File: config.mk
export PLATFORM = sky130hd
export DESIGN_NAME = cfg_rom_prog
export DESIGN_NICKNAME = d
export VERILOG_FILES = /design/src/rtl/cfgprog_pkg.sv /design/src/rtl/cfgprog_fifo.sv /design/src/rtl/cfgprog_timer.sv /design/src/rtl/cfgprog_fsm.sv /design/src/rtl/cfg_rom_prog.sv
export SDC_FILE = /design/constraint.sdc
export NUM_CORES = 1
export LEC_CHECK = 0
export ABC_AREA = 1
export BUFFER_PORTS_ARGS = -buffer_cell sky130_fd_sc_hd__buf_2
export CAP_MARGIN = 15
export CORE_ASPECT_RATIO = 1.1
export CORE_MARGIN = 1
export CORE_UTILIZATION = 28
export CTS_BUF_LIST = sky130_fd_sc_hd__clkbuf_8
export DETAILED_ROUTE_END_ITERATION = 10
export GPL_ROUTABILITY_DRIVEN = 1
export GPL_TIMING_DRIVEN = 0
export MAX_ROUTING_LAYER = met4
export SLEW_MARGIN = 20
export SYNTH_ARGS = -nofsm -noshare
export SYNTH_HDL_FRONTEND = slang
export SYNTH_HIERARCHICAL = 1
export SYNTH_SLANG_ARGS = --single-unit
export TNS_END_PERCENT = 5
File: constraint.sdc
create_clock -name clk -period 5.2 [get_ports clk]
set_input_delay 0.52 -clock clk [delete_from_list [all_inputs] [get_ports clk]]
set_output_delay 0.52 -clock clk [all_outputs]
set_load 0.02 [all_outputs]
File: src/rtl/cfgprog_pkg.sv
package cfgprog_pkg;

    typedef enum logic [2:0] {
        ST_IDLE,
        ST_SET_WE,
        ST_WAIT_EN,
        ST_WRITE,
        ST_WAIT_WORD,
        ST_CLR_WE,
        ST_WAIT_DIS,
        ST_DONE
    } seq_state_e;

    localparam logic [15:0] WE_BIT_MASK = 16'h0010;
    localparam logic [15:0] WINDOW_BASE = 16'h1000;

    typedef struct packed {
        logic        wr;
        logic [15:0] addr;
        logic [15:0] data;
    } bus_req_t;

    function automatic logic [15:0] window_addr(input logic [15:0] idx);
        return WINDOW_BASE + {idx[14:0], 1'b0};
    endfunction

    function automatic logic [15:0] with_we(input logic [15:0] v, input logic on);
        return on ? (v | WE_BIT_MASK) : (v & ~WE_BIT_MASK);
    endfunction

endpackage

File: src/rtl/cfgprog_fifo.sv
module cfgprog_fifo #(
    parameter int DEPTH = 8,
    parameter int W     = 16
) (
    input  logic         clk,
    input  logic         rst,
    input  logic         push,
    input  logic [W-1:0] push_data,
    input  logic         pop,
    output logic [W-1:0] head
);
    localparam int AW = (DEPTH > 1) ? $clog2(DEPTH) : 1;
    localparam int CW = $clog2(DEPTH + 1);

    logic [W-1:0]  mem [DEPTH];
    logic [AW-1:0] wr_ptr, rd_ptr;
    logic [CW-1:0] fill;
    logic          do_push, do_pop;

    assign do_push = push && (fill != CW'(DEPTH));
    assign do_pop  = pop && (fill != '0);
    assign head    = mem[rd_ptr];

    function automatic logic [AW-1:0] bump(input logic [AW-1:0] p);
        return (p == AW'(DEPTH - 1)) ? '0 : p + 1'b1;
    endfunction

    always_ff @(posedge clk) begin
        if (do_push) mem[wr_ptr] <= push_data;
    end

    always_ff @(posedge clk) begin
        if (rst) begin
            wr_ptr <= '0;
            rd_ptr <= '0;
            fill   <= '0;
        end else begin
            if (do_push) wr_ptr <= bump(wr_ptr);
            if (do_pop)  rd_ptr <= bump(rd_ptr);
            if (do_push && !do_pop)      fill <= fill + 1'b1;
            else if (do_pop && !do_push) fill <= fill - 1'b1;
        end
    end
endmodule

File: src/rtl/cfgprog_timer.sv
module cfgprog_timer #(
    parameter int W = 8
) (
    input  logic         clk,
    input  logic         rst,
    input  logic         load,
    input  logic [W-1:0] load_val,
    output logic         expired
);
    logic [W-1:0] remain;

    assign expired = (remain == '0);

    always_ff @(posedge clk) begin
        if (rst)               remain <= '0;
        else if (load)         remain <= load_val;
        else if (remain != '0) remain <= remain - 1'b1;
    end
endmodule

File: src/rtl/cfgprog_fsm.sv
module cfgprog_fsm
    import cfgprog_pkg::*;
#(
    parameter int          IDX_W       = 6,
    parameter int          CNT_W       = 4,
    parameter int          TMR_W       = 8,
    parameter int unsigned ENABLE_WAIT = 16,
    parameter int unsigned WORD_WAIT   = 4,
    parameter logic [15:0] CTL_ADDR    = 16'h0088,
    parameter logic [15:0] CTL_INIT    = 16'h0000
) (
    input  logic             clk,
    input  logic             rst,
    input  logic             start,
    input  logic [IDX_W-1:0] start_index,
    input  logic [CNT_W-1:0] word_total,
    input  logic             expired,
    input  logic [15:0]      fifo_head,
    output logic             tmr_load,
    output logic [TMR_W-1:0] tmr_val,
    output logic             fifo_pop,
    output bus_req_t         req,
    output logic             busy,
    output logic             done
);
    // A wait is counted from its launching write; two cycles are spent in
    // the launching state and the state that follows the expiry.
    localparam logic [TMR_W-1:0] EN_LOAD   = TMR_W'(ENABLE_WAIT - 2);
    localparam logic [TMR_W-1:0] WORD_LOAD = TMR_W'(WORD_WAIT - 2);

    seq_state_e       state;
    logic [IDX_W-1:0] idx;
    logic [CNT_W-1:0] left;
    logic [15:0]      shadow;

    always_ff @(posedge clk) begin
        if (rst) begin
            state  <= ST_IDLE;
            idx    <= '0;
            left   <= '0;
            shadow <= CTL_INIT;
        end else begin
            case (state)
                ST_IDLE: if (start) begin
                    idx   <= start_index;
                    left  <= word_total;
                    state <= ST_SET_WE;
                end
                ST_SET_WE: begin
                    shadow <= with_we(shadow, 1'b1);
                    state  <= ST_WAIT_EN;
                end
                ST_WAIT_EN:
                    if (expired) state <= (left == '0) ? ST_CLR_WE : ST_WRITE;
                ST_WRITE: begin
                    idx   <= idx + 1'b1;
                    left  <= left - 1'b1;
                    state <= ST_WAIT_WORD;
                end
                ST_WAIT_WORD:
                    if (expired) state <= (left == '0) ? ST_CLR_WE : ST_WRITE;
                ST_CLR_WE: begin
                    shadow <= with_we(shadow, 1'b0);
                    state  <= ST_WAIT_DIS;
                end
                ST_WAIT_DIS:
                    if (expired) state <= ST_DONE;
                default: state <= ST_IDLE;
            endcase
        end
    end

    always_comb begin
        req      = '0;
        tmr_load = 1'b0;
        tmr_val  = EN_LOAD;
        fifo_pop = 1'b0;
        case (state)
            ST_SET_WE: begin
                req      = '{wr: 1'b1, addr: CTL_ADDR, data: with_we(shadow, 1'b1)};
                tmr_load = 1'b1;
            end
            ST_WRITE: begin
                req      = '{wr: 1'b1, addr: window_addr(16'(idx)), data: fifo_head};
                tmr_load = 1'b1;
                tmr_val  = WORD_LOAD;
                fifo_pop = 1'b1;
            end
            ST_CLR_WE: begin
                req      = '{wr: 1'b1, addr: CTL_ADDR, data: with_we(shadow, 1'b0)};
                tmr_load = 1'b1;
            end
            default: ;
        endcase
    end

    assign busy = (state != ST_IDLE);
    assign done = (state == ST_DONE);
endmodule

File: src/rtl/cfg_rom_prog.sv
module cfg_rom_prog
    import cfgprog_pkg::*;
#(
    parameter int          IDX_W       = 6,
    parameter int          FIFO_DEPTH  = 8,
    parameter int          CNT_W       = 4,
    parameter int unsigned ENABLE_WAIT = 50_000_000,
    parameter int unsigned WORD_WAIT   = 2_000_000,
    parameter logic [15:0] CTL_ADDR    = 16'h0088,
    parameter logic [15:0] CTL_INIT    = 16'h0000
) (
    input  logic             clk,
    input  logic             rst,
    input  logic             load_push,
    input  logic [15:0]      load_word,
    input  logic             start,
    input  logic [IDX_W-1:0] start_index,
    input  logic [CNT_W-1:0] word_total,
    output logic             bus_wr,
    output logic [15:0]      bus_addr,
    output logic [15:0]      bus_wdata,
    output logic             busy,
    output logic             done
);
    localparam int unsigned LONGEST = (ENABLE_WAIT > WORD_WAIT) ? ENABLE_WAIT : WORD_WAIT;
    localparam int          TMR_W   = $clog2(LONGEST + 1);

    logic             tmr_load, expired, fifo_pop;
    logic [TMR_W-1:0] tmr_val;
    logic [15:0]      fifo_head;
    bus_req_t         req;

    cfgprog_fifo #(.DEPTH(FIFO_DEPTH), .W(16)) u_fifo (
        .clk(clk), .rst(rst), .push(load_push), .push_data(load_word),
        .pop(fifo_pop), .head(fifo_head)
    );

    cfgprog_timer #(.W(TMR_W)) u_timer (
        .clk(clk), .rst(rst), .load(tmr_load), .load_val(tmr_val), .expired(expired)
    );

    cfgprog_fsm #(
        .IDX_W(IDX_W), .CNT_W(CNT_W), .TMR_W(TMR_W),
        .ENABLE_WAIT(ENABLE_WAIT), .WORD_WAIT(WORD_WAIT),
        .CTL_ADDR(CTL_ADDR), .CTL_INIT(CTL_INIT)
    ) u_fsm (
        .clk(clk), .rst(rst), .start(start), .start_index(start_index),
        .word_total(word_total), .expired(expired), .fifo_head(fifo_head),
        .tmr_load(tmr_load), .tmr_val(tmr_val), .fifo_pop(fifo_pop),
        .req(req), .busy(busy), .done(done)
    );

    assign bus_wr    = req.wr;
    assign bus_addr  = req.addr;
    assign bus_wdata = req.data;
endmodule

==> results.txt, run 1 <==
The final non-filler cell area came out at 0.0104 mm^2. The analysis attributes to cell leakage a power of 4.39 nW. For this run, design rule violations remaining after detail routing come to 0. In this run the worst path has a maximum fanout of 10. For the pin with the worst max-slew slack, the measured transition is 0.620 ns. The critical path depth in cells is 9.

CTS built an H-tree with a depth of 4. The pre-CTS worst setup slack came out at 2.68 ns. The die covers 0.0327 mm^2. The top-area cell type share of the netlist area came out at 0.429. The insertion delay to the later sink of the worst-skew pair came out at 0.45 ns. The total placed instance area is 0.00998 mm^2. The type of origin of the critical path is a flop. Among all stages on the critical path, the largest delay is contributed by clkbuf_1. The flip-flop and latch count after synthesis came out at 180. The library cell used most frequently in the layout, excluding fill and tap cells, is nor2_1. The filler cell count came out at 3206. Setup violations remaining at the end of the flow were counted as 0.

The cell family contributing the most delay on the critical path is buffers and inverters. In the post-route analysis, the smallest setup slack over all paths is 2.46 ns. The global-route congestion overflow total came out at 0. The total buffers and inverters traversed by the critical path came out at 4. The worst setup path is of the flop to primary output kind. The effective utilization at floorplan came out at 0.285. Summed over all layers, the routed wires come to 20.8 mm.

The via-per-instance ratio is 4.31. The worst clock skew is 0.0113 ns. The final cycle utilization of the critical path is 0.526. Headroom to the max-slew limit came out at 0.587. The total clock buffers created by CTS is 17. Data on the critical path arrives at its endpoint at 2.22 ns. Sorting the synthesized cells by area gives the leading types as edfxtp_1 43%, dfxtp_1 12%, nor2_1 10%. Entering global routing, the biggest net connects 17 pins.

The flow ran to the end, and the final reports show no timing, DRC or antenna violations. On the worst path, the slowest cell contributes a delay of 0.46 ns. The number of port buffers came out at 56. The post-placement cell count is 1525. The number of clock sinks seen by CTS is 180. Along the worst hold path, the cell count comes to 1. In this design, the critical path's most frequently occurring cell is nand2_1. The proportion of synthesized flip-flops having asynchronous set or reset came out at 0.

Summing internal, switching and leakage power gives 4.41 mW. The clock transition time at the flip-flop clock pins of the worst setup and hold paths is 0.09 ns. The post-route setup TNS is 0 ns. The clock period could shrink to 2.74 ns. Based on the critical path, the design can be clocked at up to 365 MHz. The remaining number of nets flagged by the antenna check after routing came out at 0. Of the cells placed in the final design, the portion with a size suffix greater than 1 is 0.188. The final HPWL from detailed placement is 14.9 mm. For this run, the number of Yosys warnings is 6. The area growth from synthesis to final layout is 15.6%.

The power per cell area came out at 426 mW/mm^2. The final net count is 1165. The sequential area share after synthesis came out at 0.545. In this run, synthesis inferred 128 flip-flops with an integrated enable.

The width of the die came out at 173 um. The first-pass detailed-route iteration total is 5. Among all flip-flop cells after synthesis, the most frequent one is edfxtp_1. TritonCTS built the clock tree. The largest voltage drop on the vdd net came out at 180 uV. After detailed routing, the average wire length per cell comes to 13.3 um.

The max-cap violation count came out at 0. The final-report hold violation count is 0. Buffers inserted to repair hold after CTS numbered 0.

The path depth of the worst reg2reg path is 13. The placement row count is 68. Walking the worst path, the cells encountered are inv_2, clkbuf_1, o21ai_1, nand2_1, nand2_1, nand2_1, inv_1, nor2_1, buf_2. The top cell types in the final layout, fill and taps aside, are 240 x nor2_1, 198 x nand2_1, 128 x edfxtp_1, 65 x inv_1, 61 x buf_2. The synthesized instance count came out at 1018. The post-cts resize count came out at 0. Summed over all instances, the cell type with the most area after synthesis is edfxtp_1.

The required time of the critical path is 4.68 ns. The clock root buffer master is clkbuf_8. The core region is 0.0314 mm^2. The first-pass GRT wire length is 33.4 mm.

The detailed-route via count came out at 6702. Counting distinct cell types in the post-synthesis netlist gives 46. In this run the count of I/O pins placed on the die edge is 65. The post-synthesis cell area is 0.00896 mm^2. The vertical die dimension is 190 um. The buffer levels on the longest clock path came out at 2. The number of antenna violations at the first check in global routing came out at 1. The average instance area after synthesis came out at 8.80 um^2.

The global router's overall resource usage is 0.135. The path class of the tightest hold or removal check is input port to flop. STA classifies the critical path endpoint as a primary output. The routability congestion estimate is 0.807.

The first routing iteration left 388 violations. The max-slew violation count came to 0. The number of global-route vias before repair is 6386. Setup repair after global routing left no endpoint under its margin. The final cell count without fillers is 1556. Once the clock tree was built, the setup fixing pass inserted 0 buffers.
-- state kept, by name, indices dropped and copies added (netlist names), named ones only --
signal / count
u_fifo/mem: 128
u_fifo/rd_ptr: 3
u_fifo/wr_ptr: 3
u_fsm/state: 3
u_fsm/left: 4
u_fifo/fill: 4
u_fsm/idx: 6
u_timer/remain: 26
-- final timing paths --
check	from	end	slack [ns]
worst max-delay path	flop	bus_wdata[14]	2.46
worst min register to register	u_fsm/left[3]	u_fsm/left[3]	0.50
worst max register to register	u_fsm/state[1]	u_fifo/fill[3]	2.67
worst min-delay path	load_word[10]	u_fifo/mem[4][10]	0.34
-- layer usage --
metal | vias up | GRT usage | part of all wire
met2 | 119 | 0.227 | 0.50
met1 | 3104 | 0.164 | 0.45
met5 | - | - | 0
li1 | 3457 | - | -
met3 | 22 | 0.0214 | 0.036
met4 | 0 | 0.0481 | 0.018
-- where the power goes --
part	leakage [nW]	internal (mW)	switching (mW)
logic	2.61	0.567	1.05
clock network	0.193	0.422	0.503
registers	1.59	1.72	0.156
total	4.39	2.71	1.70
-- cell families (layout without fill, tap and decap cells) --
group,Yosys count,after routing,share of synthesized area
AO/OA/AOI/OAI,121,121,0.0696
XOR/XNOR,12,12,0.0117
adder cells (fa/ha/maj),11,11,0.0162
buffers and inverters,144,238,0.0890
flip-flops,180,180,0.545
multiplexers,4,4,0.00447
other,2,26,0.000839
AND/OR/NAND/NOR,544,544,0.263
-- through the flow --
stage	hold slack (ns)	util
finish	0.341	0.330
global route	0.312	0.330
CTS	0.304	0.330
detailed placement	0.482	0.318
global placement	0.473	0.314
floorplan	0.457	-
-- cell usage after synthesis (all sizes together), types with 8 or more instances --
cell	count
inv	71
or2	8
nor2	265
ha	10
a21oi	21
nand3	48
buf	58
dfxtp	52
clkbuf	13
o21ai	96
edfxtp	128
nand2	209
-- layout make-up --
cell class	count	area, um^2	share of cell area
flip-flops and latches	180	4880	0.472
multi-input cells	717	3380	0.327
well taps	420	526	0.0508
plain buffers	71	519	0.0502
repair buffers	64	397	0.0383
inverters	73	278	0.0268
clock buffers	17	234	0.0226
clock inverters	13	133	0.0128
diodes	1	2.50	0.000242
-- worst reg2reg max path: stages, from the launching register on --
cell,delay [ns]
dfxtp_1,0.50
nand2_4,0.11
nor2_4,0.13
buf_4,0.23
and2_1,0.22
inv_1,0.06
ha_1,0.19
inv_1,0.14
ha_1,0.27
or2_2,0.31
nand3_1,0.09
nand3_1,0.08
nand2_1,0.06
inv_1,0.03
Note: power is estimated with default switching activity, not from simulation.
==> run 2, diff against run 1 <==
- clock period: 5.2 -> 2.4 ns (I/O delays scaled with it)
==> results.txt, run 2 (synthesis gave the netlist of run 1 again) <==
The post-placement cell count is 1525. Setup repair after global routing could not meet its margin everywhere. The data arrival time of the critical path came out at 2.02 ns. The final non-filler cell area came out at 0.0105 mm^2. The clock root buffer master is clkbuf_8. The via-per-instance ratio is 4.34. The register containing the most flip-flops in the final layout is u_fifo/mem.

The detailed-route via count is 6761. At the worst endpoint, the required time is 2.16 ns. The routability congestion estimate is 0.807. The later pin in the worst-skew pair is clocked with a latency of 0.45 ns.

The most common cell after layout, fill and taps aside is nor2_1. The type of origin of the critical path is a flop. The number of H-tree branching levels is 4.

The kind of cell with the highest combined delay along the critical path is buffers and inverters. The slew at the pin with the worst max-slew slack is 0.617 ns. The final cycle utilization of the critical path is 0.942. The first-pass GRT wire length came out at 33.4 mm. TritonCTS built the clock tree. The max-cap violation count is 0.

The fraction of final layout cells with drive strength greater than 1 came out at 0.207. Clock-pin slew was measured on the worst setup and hold paths at 0.09 ns. The effective utilization at floorplan came out at 0.285. The critical path contains buffers and inverters numbering 5 combined. The number of clock sinks seen by CTS came out at 180. The leakage power of the design is 4.43 nW. In this run the worst path has a maximum fanout of 10. In this run the register-to-register setup slack is 0.16 ns.

At the end of the flow, the number of nets in the layout was 1168. The remaining number of nets flagged by the antenna check after routing came out at 0. The max-slew violation count is 0. Detailed placement ended at an HPWL of 14.9 mm. In the layout the commonest cells are 237 x nor2_1, 195 x nand2_1, 128 x edfxtp_1, 63 x inv_1. The number of antenna violations at the first check in global routing is 1.

In this run the worst hold path is classified as input port to flop. The die covers 0.0327 mm^2. For this run, the number of standard cells in the final layout without fillers is 1559.

The width of the die is 173 um. The global-route congestion overflow total came out at 0. The worst clock skew came out at 0.0113 ns. The hold-fix buffer count after cts is 0. Power spread over the standard cell area amounts to 919 mW/mm^2. The number of failing setup endpoints in the final timing report is 0.

The number of port buffers came out at 56. Summed over all failing endpoints, the final setup total negative slack is 0 ns. The signal on the critical path passes through buf_6, clkinvlp_4, buf_6, nor2_1, o21ai_1, nand2_1, nand2_1, nand2_1, inv_1, nor2_2, buf_4. The number of top-level pins is 65.

After detailed routing, the average wire length per cell comes to 13.4 um. The vertical die dimension came out at 190 um. Timing would allow up to 442 MHz. The number of global-route vias before repair is 6386.

The flow ran to the end, and the final reports show no timing, DRC or antenna violations. The area of the core region is 0.0314 mm^2. The remaining max-slew budget at the tightest pin is 0.589. The buffer levels on the longest clock path came out at 2. The largest net degree at the start of global routing is 17. The clock period minus worst slack came out at 2.26 ns. The number of DRC violations after detailed-routing iteration 0 came out at 393. For this run, design rule violations remaining after detail routing come to 0. The largest stage delay on the critical path came out at 0.33 ns. The largest voltage drop on the vdd net is 388 uV.

The final-report hold violation count was 0. In the final layout, the registers with the most flip-flops are u_fifo/mem: 128 flops, u_timer/remain: 26 flops, u_fsm/idx: 6 flops. The area growth from synthesis to final layout came out at 17.0%. The worst-path cell with the longest stage delay is dfxtp_2.

The total placed instance area came out at 0.00998 mm^2. The total clock buffers created by CTS is 17. The routed design has 20.9 mm of wire. In this design, the critical path's most frequently occurring cell is nand2_1. The worst setup path is captured at a primary output. The first detailed-routing pass took 5 iterations. The worst setup path is of the flop to primary output kind.

The flip-flop count of the largest register after layout came out at 128. For this run, the total global-route usage over all layers was measured as 0.135. The placement row count came out at 68.
[run 2: changes by cell type in the layout (fill, tap and decap cells not counted), sizes merged]
| cell | previous run | this run |
|---|---|---|
| buf | 122 | 124 |
| clkbuf | 30 | 31 |
| clkinvlp | 1 | 2 |
| inv | 77 | 76 |
[run 2: final timing paths]
check / to / cells after the start / start
worst max-delay path: bus_wdata[14] / 11 / flop
worst min-delay path: u_fifo/mem[4][10] / 1 / load_word[10]
worst max register to register: u_fifo/fill[3] / 13 / u_fsm/state[1]
worst min register to register: u_fsm/state[0] / 1 / u_fsm/state[0]
[run 2: through the flow]
| stage | hold WS, ns | power [mW] | utilization | setup WS (ns) |
|---|---|---|---|---|
| 3_5_place_dp | 0.482 | 7.63 | 0.318 | -0.118 |
| 2_1_floorplan | 0.309 | 6.78 | - | 0.189 |
| 5_1_grt | 0.0319 | 10.4 | 0.334 | -0.0511 |
| 6_report | 0.0591 | 9.63 | 0.334 | 0.140 |
| 4_1_cts | 0.0244 | 9.65 | 0.330 | -0.0161 |
| 3_3_place_gp | 0.473 | 7.53 | 0.314 | -0.340 |
[run 2: metal layers]
| layer | track usage | wire length, um | vias to the layer above |
|---|---|---|---|
| li1 | - | - | 3473 |
| met1 | 0.164 | 9530 | 3147 |
| met2 | 0.227 | 10400 | 121 |
| met3 | 0.0214 | 705 | 20 |
| met4 | 0.0481 | 307 | 0 |
| met5 | - | 0 | - |
[run 2: repair_timing]
action,4_1_cts,5_1_grt
setup buffers,0,2
cloned,0,1
endpoints found under the setup margin,26,15
resized for setup,8,27
pin swaps,0,4
[run 2: power breakdown]
part           internal [mW]  switching (mW)
Sequential              3.74           0.336
Clock                  0.914            1.09
Combinational           1.27            2.29
[run 2: area by class of cell]
cell class / count / area [um^2]
Timing Repair Buffer: 67 / 454
Clock inverter: 13 / 133
Buffer: 71 / 551
Fill cell: 3198 / 20900
Antenna cell: 1 / 2.50
Multi-Input combinational cell: 717 / 3410
Sequential cell: 180 / 4890
Tap cell: 420 / 526
Inverter: 73 / 282
Clock buffer: 17 / 234
